## config.mk

```make
export PLATFORM = sky130hd
export DESIGN_NAME = scan_test_seq
export DESIGN_NICKNAME = d
export VERILOG_FILES = /design/src/rtl/scan_seq_pkg.sv /design/src/rtl/seq_ctrl.sv /design/src/rtl/seq_vec_store.sv /design/src/rtl/seq_compare.sv /design/src/rtl/scan_test_seq.sv
export SDC_FILE = /design/constraint.sdc
export NUM_CORES = 1
export LEC_CHECK = 0
export ABC_AREA = 1
export BUFFER_PORTS_ARGS = -buffer_cell sky130_fd_sc_hd__buf_2
export CAP_MARGIN = 10
export CORE_ASPECT_RATIO = 1.75
export CORE_UTILIZATION = 25
export CTS_BUF_LIST = sky130_fd_sc_hd__clkbuf_2 sky130_fd_sc_hd__clkbuf_4 sky130_fd_sc_hd__clkbuf_8
export CTS_CLUSTER_DIAMETER = 30
export DETAILED_ROUTE_END_ITERATION = 10
export GPL_TIMING_DRIVEN = 1
export MAX_ROUTING_LAYER = met4
export SYNTH_ARGS = -nofsm -noshare
export SYNTH_HDL_FRONTEND = slang
export SYNTH_HIERARCHICAL = 1
export SYNTH_SLANG_ARGS = --single-unit
```

## constraint.sdc

```tcl
create_clock -name clk -period 4.86 [get_ports clk]
set_input_delay 0.243 -clock clk [delete_from_list [all_inputs] [get_ports clk]]
set_output_delay 0.243 -clock clk [all_outputs]
set_load 0.05 [all_outputs]
```

## src/rtl/scan_seq_pkg.sv

```systemverilog
package scan_seq_pkg;
  typedef enum logic [2:0] {
    SQ_IDLE,
    SQ_FLUSH,
    SQ_WAIT,
    SQ_LOAD,
    SQ_CAPT,
    SQ_UNLOAD
  } sq_state_e;
endpackage

```

## src/rtl/seq_ctrl.sv

```systemverilog
module seq_ctrl
  import scan_seq_pkg::*;
#(
  parameter int CHAIN_LEN = 4,
  parameter int VIDX_W    = 4,
  parameter int CYC_W     = 16,
  localparam int CNT_W    = $clog2(CHAIN_LEN + 4)
) (
  input  logic              clk,
  input  logic              rst_n,
  input  logic              start_i,
  input  logic              vec_valid_i,
  input  logic              vec_last_i,
  output sq_state_e         state_o,
  output logic [CNT_W-1:0]  step_o,
  output logic [CYC_W-1:0]  cyc_o,
  output logic [VIDX_W-1:0] cur_idx_o,
  output logic [VIDX_W-1:0] prev_idx_o,
  output logic              have_prev_o,
  output logic              done_o
);
  localparam logic [CNT_W-1:0] FLUSH_LAST = CNT_W'(CHAIN_LEN + 3);
  localparam logic [CNT_W-1:0] SHIFT_LAST = CNT_W'(CHAIN_LEN - 1);

  sq_state_e         state_q, state_d;
  logic [CNT_W-1:0]  step_q, step_d;
  logic [CYC_W-1:0]  cyc_q, cyc_d;
  logic [VIDX_W-1:0] idx_q, idx_d, pidx_q, pidx_d;
  logic              prev_q, prev_d, last_q, last_d, done_q, done_d;

  always_comb begin
    state_d = state_q;
    step_d  = step_q;
    cyc_d   = cyc_q;
    idx_d   = idx_q;
    pidx_d  = pidx_q;
    prev_d  = prev_q;
    last_d  = last_q;
    done_d  = 1'b0;
    if (state_q inside {SQ_FLUSH, SQ_LOAD, SQ_CAPT, SQ_UNLOAD}) cyc_d = cyc_q + 1'b1;
    case (state_q)
      SQ_IDLE: if (start_i) begin
        state_d = SQ_FLUSH;
        step_d  = '0;
        cyc_d   = '0;
        idx_d   = '0;
        prev_d  = 1'b0;
      end
      SQ_FLUSH: if (step_q == FLUSH_LAST) begin
        state_d = SQ_WAIT;
        step_d  = '0;
      end else step_d = step_q + 1'b1;
      SQ_WAIT: if (vec_valid_i) begin
        state_d = SQ_LOAD;
        last_d  = vec_last_i;
      end
      SQ_LOAD: if (step_q == SHIFT_LAST) begin
        state_d = SQ_CAPT;
        step_d  = '0;
      end else step_d = step_q + 1'b1;
      SQ_CAPT: begin
        prev_d  = 1'b1;
        pidx_d  = idx_q;
        idx_d   = idx_q + 1'b1;
        state_d = last_q ? SQ_UNLOAD : SQ_WAIT;
      end
      SQ_UNLOAD: if (step_q == SHIFT_LAST) begin
        state_d = SQ_IDLE;
        step_d  = '0;
        done_d  = 1'b1;
      end else step_d = step_q + 1'b1;
      default: state_d = SQ_IDLE;
    endcase
  end

  always_ff @(posedge clk or negedge rst_n) begin
    if (!rst_n) begin
      state_q <= SQ_IDLE;
      step_q  <= '0;
      cyc_q   <= '0;
      idx_q   <= '0;
      pidx_q  <= '0;
      prev_q  <= 1'b0;
      last_q  <= 1'b0;
      done_q  <= 1'b0;
    end else begin
      state_q <= state_d;
      step_q  <= step_d;
      cyc_q   <= cyc_d;
      idx_q   <= idx_d;
      pidx_q  <= pidx_d;
      prev_q  <= prev_d;
      last_q  <= last_d;
      done_q  <= done_d;
    end
  end

  assign state_o     = state_q;
  assign step_o      = step_q;
  assign cyc_o       = cyc_q;
  assign cur_idx_o   = idx_q;
  assign prev_idx_o  = pidx_q;
  assign have_prev_o = prev_q;
  assign done_o      = done_q;
endmodule

```

## src/rtl/seq_vec_store.sv

```systemverilog
module seq_vec_store #(
  parameter int NCH       = 2,
  parameter int CHAIN_LEN = 4,
  parameter int NPI       = 3,
  parameter int NPO       = 2,
  localparam int CNT_W    = $clog2(CHAIN_LEN + 4),
  localparam int VBITS    = NCH * CHAIN_LEN
) (
  input  logic             clk,
  input  logic             rst_n,
  input  logic             accept_i,
  input  logic             capture_i,
  input  logic [CNT_W-1:0] step_i,
  input  logic [VBITS-1:0] vec_load_i,
  input  logic [NPI-1:0]   vec_pi_i,
  input  logic [NPO-1:0]   vec_po_exp_i,
  input  logic [VBITS-1:0] vec_so_exp_i,
  input  logic [VBITS-1:0] vec_so_care_i,
  output logic [NCH-1:0]   load_bit_o,
  output logic [NCH-1:0]   so_exp_o,
  output logic [NCH-1:0]   so_care_o,
  output logic [NPI-1:0]   pi_o,
  output logic [NPO-1:0]   po_exp_o
);
  logic [VBITS-1:0] load_q, exp_q, care_q, pexp_q, pcare_q;
  logic [NPI-1:0]   pi_q;
  logic [NPO-1:0]   po_q;

  always_ff @(posedge clk or negedge rst_n) begin
    if (!rst_n) begin
      load_q <= '0;
      exp_q  <= '0;
      care_q <= '0;
      pi_q   <= '0;
      po_q   <= '0;
    end else if (accept_i) begin
      load_q <= vec_load_i;
      exp_q  <= vec_so_exp_i;
      care_q <= vec_so_care_i;
      pi_q   <= vec_pi_i;
      po_q   <= vec_po_exp_i;
    end
  end

  always_ff @(posedge clk or negedge rst_n) begin
    if (!rst_n) begin
      pexp_q  <= '0;
      pcare_q <= '0;
    end else if (capture_i) begin
      pexp_q  <= exp_q;
      pcare_q <= care_q;
    end
  end

  for (genvar c = 0; c < NCH; c++) begin : g_ser
    logic [CHAIN_LEN-1:0] ld_sh, ex_sh, ca_sh;
    assign ld_sh = load_q[c*CHAIN_LEN +: CHAIN_LEN] << step_i;
    assign ex_sh = pexp_q[c*CHAIN_LEN +: CHAIN_LEN] << step_i;
    assign ca_sh = pcare_q[c*CHAIN_LEN +: CHAIN_LEN] << step_i;
    assign load_bit_o[c] = ld_sh[CHAIN_LEN-1];
    assign so_exp_o[c]   = ex_sh[CHAIN_LEN-1];
    assign so_care_o[c]  = ca_sh[CHAIN_LEN-1];
  end

  assign pi_o     = pi_q;
  assign po_exp_o = po_q;
endmodule

```

## src/rtl/seq_compare.sv

```systemverilog
module seq_compare #(
  parameter int NCH    = 2,
  parameter int NPO    = 2,
  parameter int VIDX_W = 4
) (
  input  logic              clk,
  input  logic              rst_n,
  input  logic              clear_i,
  input  logic              flush_chk_i,
  input  logic              flush_exp_i,
  input  logic              so_chk_i,
  input  logic [NCH-1:0]    so_exp_i,
  input  logic [NCH-1:0]    so_care_i,
  input  logic [NCH-1:0]    scan_out_i,
  input  logic              po_chk_i,
  input  logic [NPO-1:0]    po_exp_i,
  input  logic [NPO-1:0]    po_i,
  input  logic [VIDX_W-1:0] prev_idx_i,
  input  logic [VIDX_W-1:0] cur_idx_i,
  output logic              fail_o,
  output logic [VIDX_W-1:0] fail_vec_o
);
  logic              flush_mis, so_mis, po_mis;
  logic              fail_q, fail_d;
  logic [VIDX_W-1:0] vec_q, vec_d;

  assign flush_mis = flush_chk_i && (scan_out_i != {NCH{flush_exp_i}});
  assign so_mis    = so_chk_i && (|((scan_out_i ^ so_exp_i) & so_care_i));
  assign po_mis    = po_chk_i && (po_i != po_exp_i);

  always_comb begin
    fail_d = fail_q;
    vec_d  = vec_q;
    if (clear_i) begin
      fail_d = 1'b0;
      vec_d  = '0;
    end else if (!fail_q && (flush_mis || so_mis || po_mis)) begin
      fail_d = 1'b1;
      if (flush_mis)   vec_d = '1;
      else if (so_mis) vec_d = prev_idx_i;
      else             vec_d = cur_idx_i;
    end
  end

  always_ff @(posedge clk or negedge rst_n) begin
    if (!rst_n) begin
      fail_q <= 1'b0;
      vec_q  <= '0;
    end else begin
      fail_q <= fail_d;
      vec_q  <= vec_d;
    end
  end

  assign fail_o     = fail_q;
  assign fail_vec_o = vec_q;
endmodule

```

## src/rtl/scan_test_seq.sv

```systemverilog
module scan_test_seq
  import scan_seq_pkg::*;
#(
  parameter int NCH       = 2,
  parameter int CHAIN_LEN = 4,
  parameter int NPI       = 3,
  parameter int NPO       = 2,
  parameter int VIDX_W    = 4,
  parameter int CYC_W     = 16
) (
  input  logic                     clk,
  input  logic                     rst_n,
  input  logic                     start_i,
  input  logic                     vec_valid_i,
  output logic                     vec_ready_o,
  input  logic                     vec_last_i,
  input  logic [NCH*CHAIN_LEN-1:0] vec_load_i,
  input  logic [NPI-1:0]           vec_pi_i,
  input  logic [NPO-1:0]           vec_po_exp_i,
  input  logic [NCH*CHAIN_LEN-1:0] vec_so_exp_i,
  input  logic [NCH*CHAIN_LEN-1:0] vec_so_care_i,
  output logic                     tclk_en_o,
  output logic                     test_ctl_o,
  output logic [NCH-1:0]           scan_in_o,
  output logic [NPI-1:0]           pi_o,
  input  logic [NCH-1:0]           scan_out_i,
  input  logic [NPO-1:0]           po_i,
  output logic [CYC_W-1:0]         cycle_cnt_o,
  output logic                     busy_o,
  output logic                     done_o,
  output logic                     fail_o,
  output logic [VIDX_W-1:0]        fail_vec_o
);
  localparam int CNT_W = $clog2(CHAIN_LEN + 4);

  sq_state_e         state;
  logic [CNT_W-1:0]  step;
  logic [VIDX_W-1:0] cur_idx, prev_idx;
  logic              have_prev, accept, capture, flush_chk, flush_exp, so_chk;
  logic [NCH-1:0]    load_bit, so_exp, so_care;
  logic [NPI-1:0]    pi_q;
  logic [NPO-1:0]    po_exp;

  seq_ctrl #(.CHAIN_LEN(CHAIN_LEN), .VIDX_W(VIDX_W), .CYC_W(CYC_W)) u_ctrl (
    .clk(clk), .rst_n(rst_n), .start_i(start_i), .vec_valid_i(vec_valid_i),
    .vec_last_i(vec_last_i), .state_o(state), .step_o(step), .cyc_o(cycle_cnt_o),
    .cur_idx_o(cur_idx), .prev_idx_o(prev_idx), .have_prev_o(have_prev), .done_o(done_o)
  );

  assign accept  = (state == SQ_WAIT) && vec_valid_i;
  assign capture = (state == SQ_CAPT);

  seq_vec_store #(.NCH(NCH), .CHAIN_LEN(CHAIN_LEN), .NPI(NPI), .NPO(NPO)) u_store (
    .clk(clk), .rst_n(rst_n), .accept_i(accept), .capture_i(capture), .step_i(step),
    .vec_load_i(vec_load_i), .vec_pi_i(vec_pi_i), .vec_po_exp_i(vec_po_exp_i),
    .vec_so_exp_i(vec_so_exp_i), .vec_so_care_i(vec_so_care_i),
    .load_bit_o(load_bit), .so_exp_o(so_exp), .so_care_o(so_care),
    .pi_o(pi_q), .po_exp_o(po_exp)
  );

  assign flush_chk = (state == SQ_FLUSH) && (step >= CNT_W'(CHAIN_LEN));
  assign flush_exp = 1'((step - CNT_W'(CHAIN_LEN)) >> 1);
  assign so_chk    = ((state == SQ_LOAD) && have_prev) || (state == SQ_UNLOAD);

  seq_compare #(.NCH(NCH), .NPO(NPO), .VIDX_W(VIDX_W)) u_cmp (
    .clk(clk), .rst_n(rst_n), .clear_i((state == SQ_IDLE) && start_i),
    .flush_chk_i(flush_chk), .flush_exp_i(flush_exp), .so_chk_i(so_chk),
    .so_exp_i(so_exp), .so_care_i(so_care), .scan_out_i(scan_out_i),
    .po_chk_i(capture), .po_exp_i(po_exp), .po_i(po_i),
    .prev_idx_i(prev_idx), .cur_idx_i(cur_idx),
    .fail_o(fail_o), .fail_vec_o(fail_vec_o)
  );

  always_comb begin
    case (state)
      SQ_FLUSH: scan_in_o = {NCH{step[1]}};
      SQ_LOAD:  scan_in_o = load_bit;
      default:  scan_in_o = '0;
    endcase
  end

  assign tclk_en_o   = state inside {SQ_FLUSH, SQ_LOAD, SQ_CAPT, SQ_UNLOAD};
  assign test_ctl_o  = capture;
  assign pi_o        = capture ? pi_q : '0;
  assign vec_ready_o = (state == SQ_WAIT);
  assign busy_o      = (state != SQ_IDLE);
endmodule

```

==> flow_summary.ini <==
[run_status]
status = finished, final reports clean

[synth]
synth.largest_area_cell = sky130_fd_sc_hd__dfrtp_1
mappedNetlistArea_um2 = 4400
syn_nets = 557
synthFlopType = sky130_fd_sc_hd__dfrtp_1
synth_cells = 513
synthesis.yosys.warnings = 6
synth-edff-count = 0
synthesis.area_per_instance_um2 = 8.58
share_of_synthesized_area_occupied_by_flip_flops_and_latches = 0.472
netlist_top_cells_area = sky130_fd_sc_hd__dfrtp_1 (47%), sky130_fd_sc_hd__nand2_1 (11%), sky130_fd_sc_hd__inv_1 (5.9%)
yosys_register_bits = 83
post-synth-top-area-fraction = 0.472
async_flop_share = 1.00
netlist-cell-type-count = 38

[layout]
insertedDiodeCount = 0
layout.cells.most_common = sky130_fd_sc_hd__nand2_1
area_growth_syn_to_layout_pct = 18.0
share_of_final_layout_standard_cells_stronger_than_drive_strength_1 = 0.250
layout_common_cells = sky130_fd_sc_hd__nand2_1 (131), sky130_fd_sc_hd__dfrtp_1 (83), sky130_fd_sc_hd__inv_1 (69)
final_nets = 626

[clock_tree]
post_cts.resized_instances = 0
clock_tree.root_cell = sky130_fd_sc_hd__clkbuf_8
post_cts.repair.setup_buffers = 0
cts_max_level = 3
cts_made_buffers = 9
cts_max_path_buffers = 2
clk_transition_reported_paths_ns = 0.09
tritoncts = built
clkLatencyLatePin_ns = 0.37
number_of_clock_sinks_seen_by_cts = 83

[power_and_ir_drop]
vdd_ir_drop_max_v = 0.000195
p_leak_nw = 2.62
powerDensity_nw_per_um2 = 610

[place]
detailed_place_hpwl_um = 7780
place.port_buffers = 68
globalplace.congestion = 0.862
dp_slack_ns = 2.60

[critical_path]
worstPathRequired_ns = 4.62
timing.critical_path.from = u_ctrl/state_o[0]$_DFFE_PN0P_
data_arrival_time_of_the_worst_path_ns = 2.34
worstSetupPathType = reg2out
crit-reg2reg-launch = u_ctrl/state_o[0]$_DFFE_PN0P_
worst-path-max-fanout = 34
worstReg2RegEnd = u_cmp/fail_vec_o[2]$_DFFE_PN0P_
end_kind = output pin
timing.reg2reg.setup_slack_ns = 2.63
worst_setup_path_endpoint = test_ctl_o
cp-start-kind = flop
worst-r2r-cell-count = 9

[timing]
final.setup_skew_ns = 0.0112
setup_total_negative_slack_ns = 0
hold_violations = 0
timing.final.crit_share = 0.531
layout_min_cycle_time_ns = 2.58
post-route-worst-setup-slack_ns = 2.28
relSlewSlack = 0.423
final-setup-viol-count = 0
grt_setup_unrepaired = false
max_slew.worst_pin.slew_ns = 0.864
maxSlewViolCount = 0
maxClockFrequency_mhz = 387

[detailed_routing]
routedWlPerCell_um = 13.0
finalWirelength_um = 10600
antenna_violating_nets_post_route = 0
detailedRoute.firstPassIterationCount = 4
per_cell_via_count_in_the_routed_design = 4.27
routed-via-count = 3479
route.detailed.drc = 0
dr.first_iter.drc_count = 208

[flow_run]
cap_viol_max_count = 0

[min_path]
hold_path_class = in2reg
worstHoldStart = vec_load_i[7]
number_of_stages_on_the_worst_hold_path = 3

[die]
cell_rows = 63
dieHeight_um = 178
initial_standard_cell_utilization_of_the_core = 0.257
dieWidth_um = 102
io_pins = 69
die_area_um2 = 18200
coreArea_um2 = 17100

[global_route]
global_route_total_overflow = 0
globalRouteTotalUtil = 0.128
grt_start_max_net_pins = 45
first_global_vias = 3430
global_route_wire_length_before_repair_um = 17000
antenna_found_initial = 0
synthesized netlist by cell type, types with 7 or more instances:
master / number
sky130_fd_sc_hd__inv_1: 69
sky130_fd_sc_hd__nor2_1: 36
sky130_fd_sc_hd__nand2_1: 131
sky130_fd_sc_hd__dfrtp_1: 83
sky130_fd_sc_hd__nand4_1: 13
sky130_fd_sc_hd__nand3_1: 41
sky130_fd_sc_hd__mux2_4: 14
sky130_fd_sc_hd__mux2_2: 7
sky130_fd_sc_hd__a21oi_1: 12
sky130_fd_sc_hd__o21ai_0: 35
state kept, by name (all words and copies together), names as in the netlist:
signal / flops
u_ctrl/state_o: 3
u_store/exp_q: 8
u_cmp/fail_o: 1
u_ctrl/step_o: 3
u_store/pexp_q: 8
u_store/pi_o: 3
u_ctrl/done_o: 1
u_ctrl/prev_idx_o: 4
u_store/care_q: 8
u_cmp/fail_vec_o: 4
u_ctrl/have_prev_o: 1
u_store/po_exp_o: 2
u_store/pcare_q: 8
u_ctrl/last_q: 1
u_store/load_q: 8
u_ctrl/cyc_o: 16
u_ctrl/cur_idx_o: 4
worst min path at each step:
| stage | to | slack (ns) |
|---|---|---|
| after detailed placement | u_ctrl/cyc_o[7]$_DFF_PN0_ | 0.27 |
| after global placement | u_ctrl/cyc_o[8]$_DFF_PN0_ | 0.28 |
| after floorplan | u_cmp/fail_o$_DFFE_PN0P_ | -0.05 |
| after CTS | u_store/load_q[2]$_DFFE_PN0P_ | 0.07 |
| final | u_store/load_q[7]$_DFFE_PN0P_ | 0.09 |
| after global routing | u_store/exp_q[4]$_DFFE_PN0P_ | 0.08 |
stage by stage:
stage                     instance area, um2  hold slack (ns)  power [W]  std cells  utilization
final                                   5190           0.0931    0.00317        814        0.304
after global routing                    5190           0.0791    0.00342        814        0.304
after CTS                               5190           0.0699    0.00321        814        0.304
after detailed placement                4940            0.270    0.00257        797        0.289
after global placement                  4940            0.277    0.00255        797        0.289
after floorplan                         4400          -0.0526    0.00226        513            -
layer usage:
| metal | GRT usage | routed length, um | vias up |
|---|---|---|---|
| met5 | - | 0 | - |
| met4 | 0.0589 | 216 | 0 |
| met3 | 0.0260 | 355 | 8 |
| met2 | 0.232 | 5710 | 63 |
| met1 | 0.130 | 4280 | 1639 |
| li1 | - | - | 1769 |
layout make-up:
cell class | instances | area (um2)
fillers | 1861 | 11900
flip-flops and latches | 83 | 2080
multi-input cells | 339 | 1910
repair buffers | 71 | 368
inverters | 78 | 310
well taps | 227 | 284
clock buffers | 9 | 124
clock inverters | 7 | 124
cells by family after synthesis:
kind of cell | after synthesis | share of synthesized area
flops | 83 | 0.472
buf+inv | 91 | 0.0961
xor+xnor | 3 | 0.00597
simple gates | 251 | 0.271
fa+ha+maj | 6 | 0.0171
mux | 21 | 0.0657
compound gates | 58 | 0.0719
critical path, cell delays in order (launching register included):
cell and delay [ns]:
sky130_fd_sc_hd__dfrtp_1 0.65, sky130_fd_sc_hd__inv_8 0.14, sky130_fd_sc_hd__nand3_2 0.12, sky130_fd_sc_hd__inv_1 0.66, sky130_fd_sc_hd__buf_2 0.40
what timing repair did:
action                                  4_1_cts  5_1_grt
endpoints found under the setup margin        0        0
endpoints found under the hold margin        39        0
hold buffers                                  1        0
power by group:
group	total [W]	internal [W]	switching, W
clock network	0.000619	0.000346	0.000273
logic	0.00136	0.000469	0.000889
registers	0.00119	0.000963	0.000229
total	0.00317	0.00178	0.00139
Power figures use the tool's default switching activity.
